**src/rtl/irqser_node.sv**
```systemverilog
module irqser_node #(
  parameter int NIRQ      = 16,
  parameter int START_MIN = 4,
  parameter int CNTW      = 4
) (
  input  logic            clk,
  input  logic            rst_n,
  input  logic            line_in,
  input  logic [NIRQ-1:0] irq_req,
  input  logic            chk_req,
  output logic            drv_en,
  output logic            drv_val
);
  localparam int NSLOT = NIRQ + 1;
  localparam int SW    = $clog2(NSLOT);
  localparam logic [CNTW-1:0] START_K = CNTW'(START_MIN);
  localparam logic [CNTW-1:0] STOP_Q  = CNTW'(2);
  localparam logic [CNTW-1:0] ONE     = CNTW'(1);
  localparam logic [SW-1:0]   LAST    = SW'(NSLOT - 1);

  typedef enum logic [2:0] {S_IDLE, S_KICK, S_TURN, S_FRAME, S_STOP} st_t;

  st_t              st;
  logic [CNTW-1:0]  lowcnt;
  logic [SW-1:0]    slot;
  logic [1:0]       ph;
  logic [NSLOT-1:0] img;
  logic             quiet_q;
  logic             kick_now;

  wire [NSLOT-1:0] now_v  = {chk_req, irq_req};
  wire             lowsat = &lowcnt;
  wire             pend   = now_v != img;

  always_ff @(posedge clk) begin
    if (!rst_n) begin
      st      <= S_IDLE;
      lowcnt  <= '0;
      slot    <= '0;
      ph      <= '0;
      img     <= '0;
      quiet_q <= 1'b0;
    end else begin
      case (st)
        S_IDLE: begin
          if (line_in) begin
            lowcnt <= '0;
            if (lowcnt >= START_K) begin
              st  <= S_TURN;
              img <= now_v;
            end else if (quiet_q && lowcnt == '0 && pend) begin
              st <= S_KICK;
            end
          end else if (!lowsat) begin
            lowcnt <= lowcnt + ONE;
          end
        end
        S_KICK: begin
          st     <= S_IDLE;
          lowcnt <= line_in ? '0 : ONE;
        end
        S_TURN: begin
          st   <= S_FRAME;
          slot <= '0;
          ph   <= '0;
        end
        S_FRAME: begin
          if (ph == 2'd2) begin
            ph <= '0;
            if (slot == LAST) begin
              st     <= S_STOP;
              lowcnt <= '0;
            end else begin
              slot <= slot + SW'(1);
            end
          end else begin
            ph <= ph + 2'd1;
          end
        end
        S_STOP: begin
          if (line_in) begin
            lowcnt <= '0;
            if (lowcnt >= STOP_Q) begin
              quiet_q <= (lowcnt == STOP_Q);
              st      <= S_IDLE;
            end
          end else if (!lowsat) begin
            lowcnt <= lowcnt + ONE;
          end
        end
        default: st <= S_IDLE;
      endcase
    end
  end

  assign kick_now = (st == S_KICK);
  assign drv_en   = kick_now | (st == S_FRAME && ph != 2'd2 && img[slot]);
  assign drv_val  = (st == S_FRAME) && (ph == 2'd1);
endmodule

```
**config.mk**
```make
export PLATFORM = sky130hd
export DESIGN_NAME = irqser_node
export DESIGN_NICKNAME = d
export VERILOG_FILES = /design/src/rtl/irqser_node.sv
export SDC_FILE = /design/constraint.sdc
export NUM_CORES = 1
export LEC_CHECK = 0
export ABC_AREA = 1
export BUFFER_PORTS_ARGS = -buffer_cell sky130_fd_sc_hd__buf_2
export CORE_ASPECT_RATIO = 0.5
export CORE_MARGIN = 4
export CORE_UTILIZATION = 32
export CTS_CLUSTER_SIZE = 30
export DETAILED_ROUTE_END_ITERATION = 10
export HOLD_SLACK_MARGIN = 0.12
export PLACE_DENSITY = 0.5
export SLEW_MARGIN = 20
export SYNTH_ARGS = -nofsm -noshare
export SYNTH_HDL_FRONTEND = slang
export SYNTH_SLANG_ARGS = --single-unit
```
**constraint.sdc**
```tcl
create_clock -name clk -period 2.4 [get_ports clk]
set_clock_uncertainty 0.1 [all_clocks]
set_input_delay 0.12 -clock clk [delete_from_list [all_inputs] [get_ports clk]]
set_output_delay 0.12 -clock clk [all_outputs]
set_load 0.01 [all_outputs]
```
# ---- Word-level counts from Yosys, hierarchy flattened
# Index checks and enable logic that the tools add are counted.
dict set report op_classes {
  n_addsub 3
  order_cmp 3
  n_eq_ne 18
  n_mux 21
  bitwise 1
  n_reduce_logical 16
}
# cell count
set op_table {}
lappend op_table {{$mux 3} 7}
lappend op_table {{$ne 17x17->1} 1}
lappend op_table {{$mux 4} 4}
lappend op_table {{$ne 2x2->1 const B} 7}
lappend op_table {{$pmux 3 s4} 1}
lappend op_table {{$pmux 4 s3} 1}
lappend op_table {{$mux 5} 2}
lappend op_table {{$pmux 5 s2} 1}
lappend op_table {{$reduce_and 3->1} 3}
lappend op_table {{$reduce_and 4->1} 2}
lappend op_table {{$eq 3x2->1 const B} 2}
lappend op_table {{$lt 5x6->1 const B} 1}
lappend op_table {{$ne 3x3->1 const B} 2}
lappend op_table {{$reduce_and 6->1} 1}
lappend op_table {{$add 5x1->5 const B} 1}
lappend op_table {{$bmux 1 s5} 1}
lappend op_table {{$eq 5x5->1 const B} 1}
lappend op_table {{$logic_and 1x1->1} 5}
lappend op_table {{$add 4x1->4 const B} 1}
lappend op_table {{$eq 4x2->1 const B} 1}
lappend op_table {{$ge 4x2->1 const B} 1}
lappend op_table {{$ge 4x3->1 const B} 1}
lappend op_table {{$logic_not 4->1} 1}
lappend op_table {{$pmux 2 s2} 1}
lappend op_table {{other kinds (12)} 13}
dict set report word_totals {
  ff_bits 32
  inputBits 20
  output_inout_bits 2
  elab_cells 68
}

# ---- Longest topological paths before layout
dict set report depth {
  depth_word 7
  depth_mapped 13
  mapped_depth_nobuf 13
}

# ---- Least setup slack after synthesis
# Ideal clock, no wire load.
dict set report synth_path {
  path_kind {register to register}
  from {register slot[0]}
  to {register slot[4]}
  setup_ns 0.117
  arrival_time_ns 1.493
  t_required_ns 2.183
  setup_slack_ns 0.690
  stages_incl_launch_ff 13
  n_path_buf 2
  synth_period_minus_slack_ns 1.710
  path_cell_list {dfxtp_1 -> buf_4 -> inv_1 -> buf_6 -> ha_1 -> nand3_1 -> nand2_2 -> nor2_4 -> nor2_2 -> nor3_2 -> nand2_1 -> nor2_1 -> nor3b_2}
}
dict set report synth_via {
  elab_chain_cells 4
  elab_cells_between_ends 7
  cone_classes {add/sub: 1; eq/ne: 2; mux: 3; reduce/logical: 1}
}
# element line_no
set synth_lines {}
lappend synth_lines {{start, declared} 25} ;# logic [SW-1:0] slot;
lappend synth_lines {{start signal, assigned} 74} ;# slot <= slot + SW'(1);
lappend synth_lines {{$add 5x1->5} 74}
lappend synth_lines {{$mux 5} 70} ;# if (slot == LAST) begin
lappend synth_lines {{$mux 5} 68} ;# if (ph == 2'd2) begin
lappend synth_lines {{$pmux 5 s2} 44} ;# case (st)
# Parallel ways exist; a longest one is shown, timed or not. The select of a mux whose other input is x is not followed.
# A chain may end at the register's enable or synchronous reset.

# ---- Worst setup path after layout
dict set report layout_path {
  from {register slot[0]}
  to {output drv_en}
}
dict set report layout_via {
  elab_chain_cells 4
}
# element line_no
set layout_lines {}
lappend layout_lines {{$bmux 1 s5} 97} ;# assign drv_en = kick_now | (st == S_FRAME && ph != 2'd2 && img[slot]);
lappend layout_lines {{$mux 1 (not written as such)} 97}
lappend layout_lines {{$logic_and 1x1->1} 97}
lappend layout_lines {{$or 1x1->1} 97}
lappend layout_lines {{end, declared} 11} ;# output logic drv_en,
# No other way between the ends. The select of a mux whose other input is x is not followed.

==> flow_summary_export.csv <==
group,metric,value,unit
setup_path,required,2.18,ns
drt,drt_wl_total,4.58,mm
clocking,cts-resized-gates,0,
placement,port_buffers,21,
setup_path,path_max_fanout,12,
yosys,ys_types,27,
drt,wire_per_inst,11.0,um
clocking,clock_sinks,32,
drt,drc,0,
yosys,synth_seq_cells,32,
floorplan,initial_core_util,34.0,%
clocking,clock_path_buffers,2,
floorplan,ios,22,
global_routing,grt_pass1_vias,1813,
placement,placed_area,0.00208,sq mm
cells_and_area,layout-drive-gt1-share,11.4,%
floorplan,die_h,62.7,um
cells_and_area,antenna_cells,0,
drt,vias,1914,
status,outcome,"complete, no violations",
timing,fin_crit,2.12,ns
power,ir_worst_vdd,0.210,mV
clocking,clock-root-buffer,"clkbuf_16",
setup_path,cp-start-kind,"register",
yosys,synth_top_area_cell,"dfxtp_1",
global_routing,grt_use_total,13.5,%
setup_path,slowest_stage,"dfxtp_1",
floorplan,die_area,0.00737,sq mm
clocking,clk_latency,0.27,ns
drt,vias_per_cell,4.61,
power,p_leak,1.09,nW
clocking,cts_buffers,5,
yosys,synthXorXnorAreaFrac,2.74,%
drt,firstDrtPassIters,4,
placement,gp_congestion,0.820,
clocking,cts_tree,"done",
clocking,cts.clk_slew.worst_paths,0.05,ns
floorplan,core-area,0.00563,sq mm
timing,tightest_slew,0.477,ns
timing,rsz0062_at_grt,"false",
yosys,ys_seq_area_share,33.4,%
power,power_density,515,mW/mm^2
setup_path,critPathCaptureType,"output pin",
cells_and_area,fin_nets,366,
timing,maxSlewHeadroom,68.2,%
global_routing,gr-total-overflow,0,
yosys,synth_warnings,0,
setup_path,critPathTopFamily,"flip-flops",
yosys,synth_cells,303,
global_routing,grt_max_degree,30,
cells_and_area,post-route-util,42.4,%
drt,drtAntennaViolNets,0,
timing,period_share,88.2,%
timing,setup_violations,0,
floorplan,dieWidth,117,um
yosys,yosys.area_share.simple,31.9,%
yosys,syn-cell-area,0.00192,sq mm
timing,hold_viol,0,
min_path,hold_class,"input port to register",
yosys,syn_nets,327,
placement,hpwlAfterDp,3.45,mm
setup_path,crit_chain,"inv_1 -> o211ai_1 -> nand2_1 -> nand2_1 -> a21oi_1 -> o21ai_0 -> nand2_1 -> nand2_1 -> nand2_1 -> buf_2",
timing,maxSlewViolCount,0,
run,drv_cap,0,
yosys,synth_area_leaders,"dfxtp_1 (33%), nand2_1 (15%), inv_1 (9.0%), nor2_1 (7.2%), a21oi_1 (7.0%)",
setup_path,max_stage_delay,0.50,ns
yosys,synth_fa_ha_area_share,2.61,%
yosys,synth_top_family_by_area,"simple AND/OR/NAND/NOR gates",
clocking,cts_setup_buffers,0,
cells_and_area,syn_to_final_growth,24.7,%
global_routing,grt_pass1_wl,8.18,mm
setup_path,cp_common_cell,"nand2_1",
yosys,synth_top_area_share,33.4,%
timing,finalSetupTns,0,ns
yosys,synth_compound_area_share,17.6,%
yosys,synth_mux_area_share,0,%
cells_and_area,design_area,0.00239,sq mm
setup_path,critPathKind,"register to output pin",
yosys,avgSynthCellArea,6.33,sq um
clocking,cts.htree.levels,2,
setup_path,cp_num_buf_inv,2,
floorplan,fp-row-count,19,
global_routing,antenna_found_initial,0,
timing,max_freq,472,MHz
drt,drt_iter0_markers,97,
setup_path,critPathArrivalTime,1.90,ns
[synthesized netlist by cell type, drive strengths merged]
cell type	instances
a211oi	3
a21oi	27
a31o	1
a31oi	1
buf	7
clkbuf	1
dfxtp	32
ha	4
inv	47
nand2	78
nand3	11
nand4	1
nor2	41
nor3	11
nor3b	1
o211ai	3
o21a	1
o21ai	27
xnor2	6
[cell type report]
cell class	count	area (sq um)
timing repair buffer	40	293
multi-input combinational	216	1060
sequential	32	641
clock buffer	6	129
clock inverter	1	5.00
inverter	47	176
tap	73	91.3
fill	579	3240
[metrics by stage]
| step | total power (W) | worst slack (ns) | cells | hold slack (ns) |
|---|---|---|---|---|
| after floorplan | 0.000599 | 0.690 | 303 | 0.155 |
| after global placement | 0.000630 | 0.498 | 390 | 0.272 |
| after detailed placement | 0.000631 | 0.443 | 390 | 0.284 |
| after CTS | 0.00126 | 0.262 | 415 | 0.216 |
| after global routing | 0.00130 | 0.0517 | 415 | 0.254 |
| final | 0.00123 | 0.282 | 415 | 0.215 |
[registers in the layout, indices dropped and copies added, names as in the netlist]
signal and count:
lowcnt 4, st 3, quiet_q 1, ph 2, img 17, slot 5
[cell usage in the layout (no fill, tap or decap)]
| cell type | instances |
|---|---|
| a31o_2 | 1 |
| nand2_1 | 76 |
| nor3_1 | 9 |
| dfxtp_1 | 32 |
| o21a_1 | 1 |
| a211oi_1 | 3 |
| clkinv_2 | 1 |
| a21oi_1 | 27 |
| buf_4 | 1 |
| nor3b_2 | 1 |
| xnor2_1 | 6 |
| a31oi_1 | 1 |
| o211ai_1 | 3 |
| clkbuf_16 | 5 |
| clkbuf_1 | 1 |
| nor3_2 | 2 |
| nand4_1 | 1 |
| nor2_1 | 37 |
| inv_2 | 1 |
| nor2_4 | 2 |
| inv_1 | 46 |
| nand3_1 | 11 |
| o21ai_0 | 27 |
| ha_1 | 4 |
| buf_2 | 21 |
| dlygate4sd3_1 | 18 |
| nand2_2 | 1 |
| nand2_4 | 1 |
| nor2_2 | 2 |
[report_power, final]
group	switching [W]	total [W]	internal, W	leakage, nW
sequential	0.00000408	0.000540	0.000536	0.258
combinational	0.0000510	0.000102	0.0000511	0.769
clock	0.000213	0.000589	0.000376	0.0667
total	0.000268	0.00123	0.000963	1.09
[final timing paths]
path | startpoint | to | slack (ns) | depth (start not counted)
setup reg to reg | slot[0]$_SDFFE_PN0P_ | slot[4]$_SDFFE_PN0P_ | 0.45 | 10
setup / recovery | slot[0]$_SDFFE_PN0P_ | drv_en | 0.28 | 10
hold reg to reg | quiet_q$_SDFFE_PN0P_ | quiet_q$_SDFFE_PN0P_ | 0.38 | 2
hold / removal | rst_n | st[2]$_SDFFE_PN0P_ | 0.22 | 3
[cell families after synthesis]
family | after synthesis
buffers and inverters | 55
AO/OA/AOI/OAI | 63
adder cells (fa/ha/maj) | 4
flip-flops | 32
AND/OR/NAND/NOR | 143
XOR/XNOR | 6
[worst min-delay path: stages]
cell     delay [ns]
buf_2          0.26
nand2_1        0.13
nor2_1         0.03
[timing repair]
action                     in CTS  in global routing
hold endpoints to repair       18                  0
setup endpoints to repair       0                  0
hold buffers                   18                  0
[routing by layer]
| metal | vias to the layer above | part of all wire [%] | track usage, % |
|---|---|---|---|
| met5 | - | 0 | 0 |
| met4 | 0 | 1.5 | 4.38 |
| met3 | 6 | 4.6 | 4.43 |
| met2 | 30 | 42 | 20.5 |
| met1 | 838 | 52 | 18.1 |
| li1 | 1040 | - | - |
No activity file was read; power rests on OpenSTA's default activity.
